`src/rtl/dac_spi_pkg.sv`:
```
package dac_spi_pkg;

    typedef enum logic [2:0] {
        ST_PWRUP,
        ST_IDLE,
        ST_LEAD,
        ST_SCK_HI,
        ST_SCK_LO,
        ST_GAP
    } link_state_t;

    function automatic int max_of4(input int a, input int b, input int c, input int d);
        int m;
        m = a;
        if (b > m) m = b;
        if (c > m) m = c;
        if (d > m) m = d;
        return m;
    endfunction

endpackage

```
`src/rtl/dac_spi_interval.sv`:
```
module dac_spi_interval #(
    parameter int CNT_W   = 13,
    parameter int RST_VAL = 0
) (
    input  logic             clk,
    input  logic             rst_n,
    input  logic             load,
    input  logic [CNT_W-1:0] load_val,
    output logic             expired
);

    logic [CNT_W-1:0] remain_q;

    always_ff @(posedge clk or negedge rst_n) begin
        if (!rst_n)
            remain_q <= CNT_W'(RST_VAL);
        else if (load)
            remain_q <= load_val;
        else if (remain_q != '0)
            remain_q <= remain_q - 1'b1;
    end

    assign expired = (remain_q == '0);

endmodule

```
`src/rtl/dac_spi_shreg.sv`:
```
module dac_spi_shreg #(
    parameter int DATA_W = 16,
    parameter int BCNT_W = 5
) (
    input  logic              clk,
    input  logic              rst_n,
    input  logic              load,
    input  logic [DATA_W-1:0] load_data,
    input  logic              shift,
    output logic              ser_bit,
    output logic [BCNT_W-1:0] bits_left
);

    logic [DATA_W-1:0] word_q;
    logic [BCNT_W-1:0] left_q;

    always_ff @(posedge clk or negedge rst_n) begin
        if (!rst_n) begin
            word_q <= '0;
            left_q <= '0;
        end else if (load) begin
            word_q <= load_data;
            left_q <= BCNT_W'(DATA_W);
        end else if (shift) begin
            word_q <= {word_q[DATA_W-2:0], 1'b0};
            left_q <= left_q - 1'b1;
        end
    end

    assign ser_bit   = word_q[DATA_W-1];
    assign bits_left = left_q;

endmodule

```
`src/rtl/dac_spi_host.sv`:
```
module dac_spi_host
    import dac_spi_pkg::*;
#(
    parameter int DATA_W    = 16,
    parameter int HALF_DIV  = 1,
    parameter int LEAD_CYC  = 1,
    parameter int GAP_CYC   = 1,
    parameter int PWRUP_CYC = 5000
) (
    input  logic              clk,
    input  logic              rst_n,
    input  logic              in_valid,
    input  logic [DATA_W-1:0] in_data,
    output logic              in_ready,
    output logic              dac_cs_n,
    output logic              dac_sclk,
    output logic              dac_sdo
);

    localparam int MAX_CYC = max_of4(PWRUP_CYC, HALF_DIV, LEAD_CYC, GAP_CYC);
    localparam int CNT_W   = $clog2(MAX_CYC + 1);
    localparam int BCNT_W  = $clog2(DATA_W + 1);

    link_state_t      state_q, state_nxt;
    logic             tmr_load, tmr_done;
    logic [CNT_W-1:0] tmr_val;
    logic             take, shift;
    logic [BCNT_W-1:0] bits_left;

    // state register
    always_ff @(posedge clk or negedge rst_n) begin
        if (!rst_n) state_q <= ST_PWRUP;
        else        state_q <= state_nxt;
    end

    // next-state decode
    always_comb begin
        state_nxt = state_q;
        unique case (state_q)
            ST_PWRUP:  if (tmr_done) state_nxt = ST_IDLE;
            ST_IDLE:   if (in_valid) state_nxt = ST_LEAD;
            ST_LEAD:   if (tmr_done) state_nxt = ST_SCK_HI;
            ST_SCK_HI: if (tmr_done) state_nxt = ST_SCK_LO;
            ST_SCK_LO: if (tmr_done) state_nxt = (bits_left == '0) ? ST_GAP : ST_SCK_HI;
            ST_GAP:    if (tmr_done) state_nxt = ST_IDLE;
            default:   state_nxt = ST_PWRUP;
        endcase
    end

    // interval length for the state being entered
    always_comb begin
        unique case (state_nxt)
            ST_LEAD:              tmr_val = CNT_W'(LEAD_CYC - 1);
            ST_SCK_HI, ST_SCK_LO: tmr_val = CNT_W'(HALF_DIV - 1);
            ST_GAP:               tmr_val = CNT_W'(GAP_CYC - 1);
            default:              tmr_val = CNT_W'(PWRUP_CYC - 1);
        endcase
    end

    assign tmr_load = (state_nxt != state_q);
    assign take     = (state_q == ST_IDLE) && in_valid;
    assign shift    = (state_q == ST_SCK_HI) && (state_nxt == ST_SCK_LO);
    assign in_ready = (state_q == ST_IDLE);

    dac_spi_interval #(
        .CNT_W  (CNT_W),
        .RST_VAL(PWRUP_CYC - 1)
    ) u_interval (
        .clk     (clk),
        .rst_n   (rst_n),
        .load    (tmr_load),
        .load_val(tmr_val),
        .expired (tmr_done)
    );

    dac_spi_shreg #(
        .DATA_W(DATA_W),
        .BCNT_W(BCNT_W)
    ) u_shreg (
        .clk      (clk),
        .rst_n    (rst_n),
        .load     (take),
        .load_data(in_data),
        .shift    (shift),
        .ser_bit  (dac_sdo),
        .bits_left(bits_left)
    );

    // registered port outputs, driven from the state being entered
    always_ff @(posedge clk or negedge rst_n) begin
        if (!rst_n) begin
            dac_cs_n <= 1'b1;
            dac_sclk <= 1'b0;
        end else begin
            dac_cs_n <= !((state_nxt == ST_LEAD) || (state_nxt == ST_SCK_HI) ||
                          (state_nxt == ST_SCK_LO));
            dac_sclk <= (state_nxt == ST_SCK_HI);
        end
    end

    // observation of the port: rising edges seen while selected
    logic              chk_sclk_q;
    logic [BCNT_W:0]   chk_rises;

    always_ff @(posedge clk or negedge rst_n) begin
        if (!rst_n) begin
            chk_sclk_q <= 1'b0;
            chk_rises  <= '0;
        end else begin
            chk_sclk_q <= dac_sclk;
            if (dac_cs_n)
                chk_rises <= '0;
            else if (dac_sclk && !chk_sclk_q)
                chk_rises <= chk_rises + 1'b1;
        end
    end

    AST_IDLE_QUIET: assert property (@(posedge clk) disable iff (!rst_n)
        dac_cs_n |-> (!dac_sclk && !dac_sdo));

    AST_ACCEPT_DROPS_READY: assert property (@(posedge clk) disable iff (!rst_n)
        (in_valid && in_ready) |=> (!dac_cs_n && !in_ready));

    AST_NO_READY_WHILE_SELECTED: assert property (@(posedge clk) disable iff (!rst_n)
        !dac_cs_n |-> !in_ready);

    AST_SETUP_AT_RISE: assert property (@(posedge clk) disable iff (!rst_n)
        $rose(dac_sclk) |-> $stable(dac_sdo));

    AST_HOLD_IN_HIGH: assert property (@(posedge clk) disable iff (!rst_n)
        (dac_sclk && $past(dac_sclk)) |-> $stable(dac_sdo));

    AST_CS_FALL_CLOCK_LOW: assert property (@(posedge clk) disable iff (!rst_n)
        $fell(dac_cs_n) |-> (!dac_sclk && !$past(dac_sclk)));

    AST_CS_RISE_AFTER_TAIL: assert property (@(posedge clk) disable iff (!rst_n)
        $rose(dac_cs_n) |-> !$past(dac_sclk));

    AST_SIXTEEN_PULSES: assert property (@(posedge clk) disable iff (!rst_n)
        $rose(dac_cs_n) |-> (chk_rises == (BCNT_W+1)'(DATA_W)));

endmodule

```
`config.mk`:
```
export PLATFORM = sky130hd
export DESIGN_NAME = dac_spi_host
export DESIGN_NICKNAME = d
export VERILOG_FILES = /design/src/rtl/dac_spi_pkg.sv /design/src/rtl/dac_spi_interval.sv /design/src/rtl/dac_spi_shreg.sv /design/src/rtl/dac_spi_host.sv
export SDC_FILE = /design/constraint.sdc
export NUM_CORES = 1
export LEC_CHECK = 0
export BUFFER_PORTS_ARGS = -buffer_cell sky130_fd_sc_hd__buf_4
export CAP_MARGIN = 20
export CORE_MARGIN = 3
export CORE_UTILIZATION = 35
export CTS_CLUSTER_SIZE = 16
export DETAILED_ROUTE_END_ITERATION = 12
export GPL_ROUTABILITY_DRIVEN = 1
export GPL_TIMING_DRIVEN = 0
export MAX_ROUTING_LAYER = met4
export PLACE_DENSITY_LB_ADDON = 0.15
export SKIP_LAST_GASP = 1
export SLEW_MARGIN = 20
export SYNTH_ARGS = -nofsm -noshare
export SYNTH_HDL_FRONTEND = slang
export SYNTH_SLANG_ARGS = --single-unit
```
`constraint.sdc`:
```
create_clock -name clk -period 3.11 [get_ports clk]
set_input_delay 0.311 -clock clk [delete_from_list [all_inputs] [get_ports clk]]
set_output_delay 0.311 -clock clk [all_outputs]
set_load 0.02 [all_outputs]
```
==> results of run 1 <==
[path summary, 6_finish.rpt]
kind | startpoint | endpoint | slack (ps)
setup reg to reg | u_interval.remain_q[0]$_DFFE_PN1P_ | u_shreg.word_q[0]$_DFFE_PN0P_ | 530
hold reg to reg | u_shreg.word_q[10]$_DFFE_PN0P_ | u_shreg.word_q[11]$_DFFE_PN0P_ | 510
max in group asynchronous | rst_n | u_interval.remain_q[2]$_DFFE_PN1P_ | 2210
hold / removal | in_data[2] | u_shreg.word_q[2]$_DFFE_PN0P_ | 210
min in group asynchronous | rst_n | u_interval.remain_q[5]$_DFFE_PN0P_ | 510
setup / recovery | u_interval.remain_q[0]$_DFFE_PN1P_ | u_shreg.word_q[0]$_DFFE_PN0P_ | 530
[through the flow]
step	cells	instance area [um^2]
floorplan	251	2260
global placement	348	2520
detailed placement	348	2520
CTS	357	2620
global route	357	2620
finish	357	2620
[kinds of logic after synthesis]
kind of cell    synth area share (%)
xor+xnor                        1.16
fa+ha+maj                       1.66
compound gates                  25.5
buf+inv                         5.52
flops                           43.5
simple gates                    21.3
mux                             1.33
[worst reg2reg max path: stages, from the launching register on]
cell and delay, ps:
dfstp_2 390, inv_1 90, ha_1 230, nor4b_1 500, nand4_1 280, nor2_1 290, clkbuf_1 490, o21ai_0 180
[final cells by class]
class | instances | area, um^2
Fill cell | 624 | 3470
Multi-Input combinational cell | 184 | 1150
Sequential cell | 39 | 986
Timing Repair Buffer | 23 | 175
Buffer | 20 | 95.1
Tap cell | 75 | 93.8
Clock buffer | 5 | 68.8
Inverter | 8 | 30.0
Clock inverter | 3 | 20.0
[state kept, by name, summed over array words and instances (netlist names)]
register / flops
dac_sclk: 1
state_q: 3
dac_cs_n: 1
u_shreg.bits_left: 5
u_interval.remain_q: 13
u_shreg.word_q: 16
[power groups by stage]
stage / clock [uW] / combinational, uW / sequential, uW
global route: 390 / 65.7 / 527
CTS: 369 / 57.9 / 526
floorplan: 0 / 24.2 / 534
finish: 359 / 56.8 / 526
global placement: 0 / 56.4 / 535
detailed placement: 0 / 56.6 / 535
[layer usage]
metal / up-vias / global-route usage [%] / routed length, um
li1: 1000 / - / -
met1: 1025 / 26.3 / 3080
met2: 61 / 26.1 / 2810
met3: 10 / 3.14 / 250
met4: 0 / 5.38 / 102
met5: - / - / 0
[cells in the final DEF, fill, tap and decap left out, types with 11 or more instances in the layout]
cell,n
nand2_1,25
nor2_1,17
a21oi_1,27
nor3_1,11
clkbuf_1,16
o21ai_0,12
dfrtp_1,31
buf_4,23
==> impl_metrics.py, run 1 <==
metrics = {
    "finish": {
        "n_antenna_cell": 0,
        "nets": 303,
        "drive_gt1_share_pct": 16.7,
        "syn_to_final_growth_pct": 15.8,
        "fin_util_pct": 43.0,
    },
    "die": {
        "dieArea_um2": 7470,
        "die_height_um": 86.4,
        "initial_core_util_pct": 37.2,
        "die_w_um": 86.4,
        "row_count": 28,
        "core_um2": 6100,
        "io_pins": 23,
    },
    "clock_network": {
        "clkLatencyLatePin_ps": 300,
        "post_cts_buffers": 0,
        "clock-sinks": 39,
        "h-tree-depth": 2,
        "post_cts_resized": 0,
        "clk_pin_slew_ps": 80,
        "cts_tree": "built",
        "cts_buffers": 5,
        "cts_hold_buf": 1,
        "clock_path_buffers": 2,
        "clockRootBuffer": "clkbuf_8",
    },
    "synth": {
        "synth_most_common_cell": "dfrtp_1",
        "yosysUniqueCellTypes": 54,
        "synthesis.area_um2": 2260,
        "yosysWarnings": 0,
        "syn_nets": 273,
        "yosys-top-cells-count": "dfrtp_1, a21oi_1, nand2_1, nor2_1, clkbuf_1",
        "syn_inst": 251,
        "synth_top_area_cell": "dfrtp_1",
        "synth_area_per_cell_um2": 9.02,
        "ys.flop_type": "dfrtp_1",
        "netlist_top_cells_area": "dfrtp_1, dfstp_2, a21oi_1",
        "async_flop_share_pct": 100,
        "synth-seq-cells": 39,
        "synth_top_area_share_pct": 34.3,
        "synth-edff-count": 0,
        "synth_seq_area_share_pct": 43.5,
    },
    "timing": {
        "whs_ps": 213,
        "hold_viol_final": 0,
        "fin_skew_ps": 5.05,
        "slew_headroom_pct": 50.0,
        "rsz0062_at_grt": "false",
        "fmaxAchievable_ghz": 0.388,
        "min_period_ps": 2580,
        "tns_ps": 0,
        "setup_viol": 0,
        "slew_viol_final": 0,
        "fin_crit_sh_pct": 83.0,
        "worst_slack_ps": 530,
        "tightest_slew_ps": 748,
    },
    "drt": {
        "drt-total-wl_mm": 6.24,
        "wire_per_inst_um": 17.5,
        "num_vias": 2096,
        "route.detailed.drc": 0,
        "via_per_inst": 5.87,
        "firstDrtPassIters": 5,
        "ant_nets": 0,
        "drt_iter0_markers": 176,
    },
    "placed_design": {
        "dp_hpwl_mm": 4.15,
        "port_buffers": 22,
        "pre_cts_ws_ps": 563,
        "gp_congestion": 0.832,
    },
    "global_routing": {
        "antenna_found_initial": 0,
        "grt_max_degree": 40,
        "grt_pass1_vias": 2019,
        "grt_pass1_wl_mm": 10.4,
        "overflow": 0,
        "grt_usage_pct": 18.2,
    },
    "power": {
        "cellPowerDensity_nw_per_um2": 359,
        "p_comb_share_pct": 6.0,
        "intPower_uw": 705,
        "power.switching_uw": 236,
        "power_frac_seq_pct": 55.9,
        "irDropWorstVdd_uv": 193,
        "p_sw_share_pct": 25.1,
        "power.leakage_uw": 0.00110,
        "total_power_uw": 941,
        "clkPwrFrac_pct": 38.1,
    },
    "setup_path": {
        "start_kind": "flop",
        "critical-path-slowest-cell": "nor4b_1",
        "critPathKind": "flop to flop",
        "r2r_cells": 7,
        "crit_family": "simple AND/OR/NAND/NOR gates",
        "path_cells": "inv_1, ha_1, nor4b_1, nand4_1, nor2_1, clkbuf_1, o21ai_0",
        "slowest_delay_ps": 500,
        "crit_fanout": 10,
        "cp-end-kind": "flop",
        "arrival_ps": 2740,
        "cp.depth": 7,
        "cp.buffers_inverters": 2,
        "cp.required_ps": 3270,
    },
    "flow_run": {
        "cap_viol_max_count": 0,
    },
    "min_path": {
        "worstHoldPathCells": 2,
        "holdCritPathClass": "primary input to flop",
    },
    "run_status": {
        "status": "finished clean",
    },
}
Power figures use the tool's default switching activity.
==> inputs of run 2 (changes only) <==
--- a/config.mk
+++ b/config.mk
@@ -5,6 +5,7 @@
 export SDC_FILE = /design/constraint.sdc
 export NUM_CORES = 1
 export LEC_CHECK = 0
+export ABC_AREA = 1
 export BUFFER_PORTS_ARGS = -buffer_cell sky130_fd_sc_hd__buf_4
 export CAP_MARGIN = 20
 export CORE_MARGIN = 3
==> constraint.sdc (replaced) <==
create_clock -name clk -period 2.4 [get_ports clk]
set_input_delay 0.24 -clock clk [delete_from_list [all_inputs] [get_ports clk]]
set_output_delay 0.24 -clock clk [all_outputs]
set_load 0.02 [all_outputs]
==> impl_metrics.py, run 2 <==
metrics = {
    "run_status": {
        "status": "finished clean",
    },
    "die": {
        "die_height_um": 82.5,
        "row_count": 27,
        "io_pins": 23,
        "die_w_um": 82.5,
        "dieArea_um2": 6810,
        "core_um2": 5570,
        "initial_core_util_pct": 36.8,
    },
    "finish": {
        "largest_reg_flops": 16,
        "top_register": "u_shreg.word_q",
        "n_antenna_cell": 0,
        "syn_to_final_growth_pct": 19.6,
        "final_common_cell": "nand2_1",
        "fin_util_pct": 44.0,
        "final_cell_mix": "nand2_1, nand3_1, dfrtp_1, buf_4, nor2_1",
        "seqCellArea_um2": 986,
        "drive_gt1_share_pct": 26.2,
        "nets": 296,
        "multi_input_area_um2": 952,
        "fill_cells": 568,
    },
    "timing": {
        "min_period_ps": 2190,
        "slew_viol_final": 0,
        "worst_slack_ps": 208,
        "fin_skew_ps": 7.54,
        "tightest_slew_ps": 488,
        "tns_ps": 0,
        "rsz0062_at_grt": "false",
        "hold_viol_final": 0,
        "setup_viol": 0,
        "fin_crit_sh_pct": 91.4,
        "fmaxAchievable_ghz": 0.456,
        "whs_ps": 146,
        "slew_headroom_pct": 67.5,
    },
    "synth": {
        "synth_seq_area_share_pct": 48.1,
        "synth_top_area_cell": "dfrtp_1",
        "synth_most_common_cell": "nand2_1",
        "yosysWarnings": 0,
        "async_flop_share_pct": 100,
        "netlist_top_cells_area": "dfrtp_1, nand3_1, dfstp_2",
        "synth_top_area_share_pct": 37.8,
        "synth-seq-cells": 39,
        "yosys-top-cells-count": "nand2_1, nand3_1, dfrtp_1, nor2_1, inv_1",
        "synth_area_per_cell_um2": 8.47,
        "ys.flop_type": "dfrtp_1",
        "synthesis.area_um2": 2050,
        "yosysUniqueCellTypes": 31,
        "synth-edff-count": 0,
        "syn_inst": 242,
        "syn_nets": 264,
    },
    "setup_path": {
        "path_cells": "inv_1, ha_1, nand3_2, nor2_4, nand2_4, inv_2, nand2_2, nand3_2, a21oi_4, nand2_4, nand2_4, nand2_1, nand2_1, nand2_1",
        "start_kind": "flop",
        "slowest_delay_ps": 540,
        "cp-end-kind": "flop",
        "arrival_ps": 2420,
        "cp.required_ps": 2630,
        "critPathKind": "flop to flop",
        "crit_fanout": 8,
        "cp.buffers_inverters": 2,
        "critical-path-slowest-cell": "dfstp_2",
        "crit_family": "simple AND/OR/NAND/NOR gates",
    },
    "clock_network": {
        "cts_tree": "built",
        "post_cts_resized": 0,
        "clk_pin_slew_ps": 80,
        "clkLatencyLatePin_ps": 290,
        "cts_buffers": 5,
        "h-tree-depth": 2,
        "clock_path_buffers": 2,
        "clock-sinks": 39,
        "clockRootBuffer": "clkbuf_8",
    },
    "min_path": {
        "holdCritPathClass": "primary input to flop",
    },
    "drt": {
        "route.detailed.drc": 0,
        "drt_iter0_markers": 114,
        "via_per_inst": 4.85,
        "num_vias": 1684,
        "ant_nets": 0,
        "firstDrtPassIters": 4,
        "drt-total-wl_mm": 4.15,
        "wire_per_inst_um": 12.0,
    },
    "placed_design": {
        "gp_congestion": 0.762,
        "port_buffers": 22,
        "pre_cts_ws_ps": 154,
        "dp_hpwl_mm": 2.98,
    },
    "global_routing": {
        "grt_usage_pct": 14.6,
        "grt_max_degree": 40,
        "grt_util_met2_pct": 22.4,
        "overflow": 0,
        "grt-busiest-layer": "met2",
        "grt_pass1_vias": 1601,
        "antenna_found_initial": 0,
        "grt_pass1_wl_mm": 7.48,
        "grt_use_met3_pct": 4.23,
        "met1_usage_pct": 19.2,
    },
    "power": {
        "irDropWorstVdd_uv": 399,
        "cellPowerDensity_nw_per_um2": 767,
        "power.leakage_uw": 0.00122,
    },
    "flow_run": {
        "cap_viol_max_count": 0,
    },
}
## run 2: changes by cell type after synthesis, moves of 6 or more
cell      previous run  this run
a211o_1              6         0
or3_1                8         0
nor3_1              11         3
a221o_1              8         0
nand3_2              0         6
clkbuf_1            16         0
nand2_1             25        52
inv_1                8        16
nand3_1              2        44
a21oi_1             27         9
## run 2: worst reg2reg max path, stage by stage, from the launching register on
cell	delay, ps
dfstp_2	540
inv_1	60
ha_1	250
nand3_2	130
nor2_4	70
nand2_4	100
inv_2	80
nand2_2	130
nand3_2	120
a21oi_4	260
nand2_4	130
nand2_4	110
nand2_1	60
nand2_1	50
nand2_1	50
## run 2: timing repair
action / CTS / global route
hold buffers: 1 / 0
endpoints found under the setup margin: 0 / 2
endpoints found under the hold margin: 31 / 0
buffers inserted: 0 / 2
## run 2: per-stage QoR
stage / power [uW] / cells / cell area [um^2]
detailed placement: 1310 / 336 / 2310
CTS: 1900 / 345 / 2440
finish: 1880 / 347 / 2450
global route: 2020 / 347 / 2450
global placement: 1300 / 336 / 2310
floorplan: 1180 / 242 / 2050
## run 2: area by class of cell
type,count,area share [%]
Clock buffer,6,3.37
Sequential cell,39,40.2
Clock inverter,2,1.58
Multi-Input combinational cell,175,38.8
Timing Repair Buffer,25,7.76
Buffer,7,1.38
Tap cell,72,3.67
Inverter,21,3.21
## run 2: logic make-up (layout without fill, tap and decap cells)
| group | count (synthesis) | count (layout) | share of synthesized area [%] |
|---|---|---|---|
| flops | 39 | 39 | 48.1 |
| xor+xnor | 6 | 6 | 2.56 |
| fa+ha+maj | 3 | 3 | 1.83 |
| compound gates | 25 | 25 | 7.69 |
| simple gates | 141 | 141 | 34.4 |
| buf+inv | 28 | 61 | 5.49 |
## run 2: power breakdown
part / total [uW] / internal [uW] / leakage [uW] / switching [uW]
registers: 812 / 758 / 0.000486 / 54.8
clock network: 586 / 342 / 0.0000618 / 244
logic: 483 / 186 / 0.000676 / 297
## run 2: worst paths after layout
path                                               startpoint                                  to  slack, ps  cells past startpoint
max reg2reg                u_interval.remain_q[0]$_DFFE_PN1P_  u_interval.remain_q[1]$_DFFE_PN1P_        210                     14
max                        u_interval.remain_q[0]$_DFFE_PN1P_  u_interval.remain_q[1]$_DFFE_PN1P_        210                     14
min                                                in_data[0]       u_shreg.word_q[0]$_DFFE_PN0P_        150                      3
max in group asynchronous                               rst_n  u_interval.remain_q[9]$_DFFE_PN1P_       1590                      2
min in group asynchronous                               rst_n    u_shreg.bits_left[0]$_DFFE_PN0P_        450                      2
min reg2reg                u_interval.remain_q[0]$_DFFE_PN1P_  u_interval.remain_q[0]$_DFFE_PN1P_        470                      2
## run 2: layer usage
metal  vias up  share of wire, %
met1       782                49
met2        28                46
met4         0              0.87
li1        870                 -
met3         4               4.1
met5         -                 0
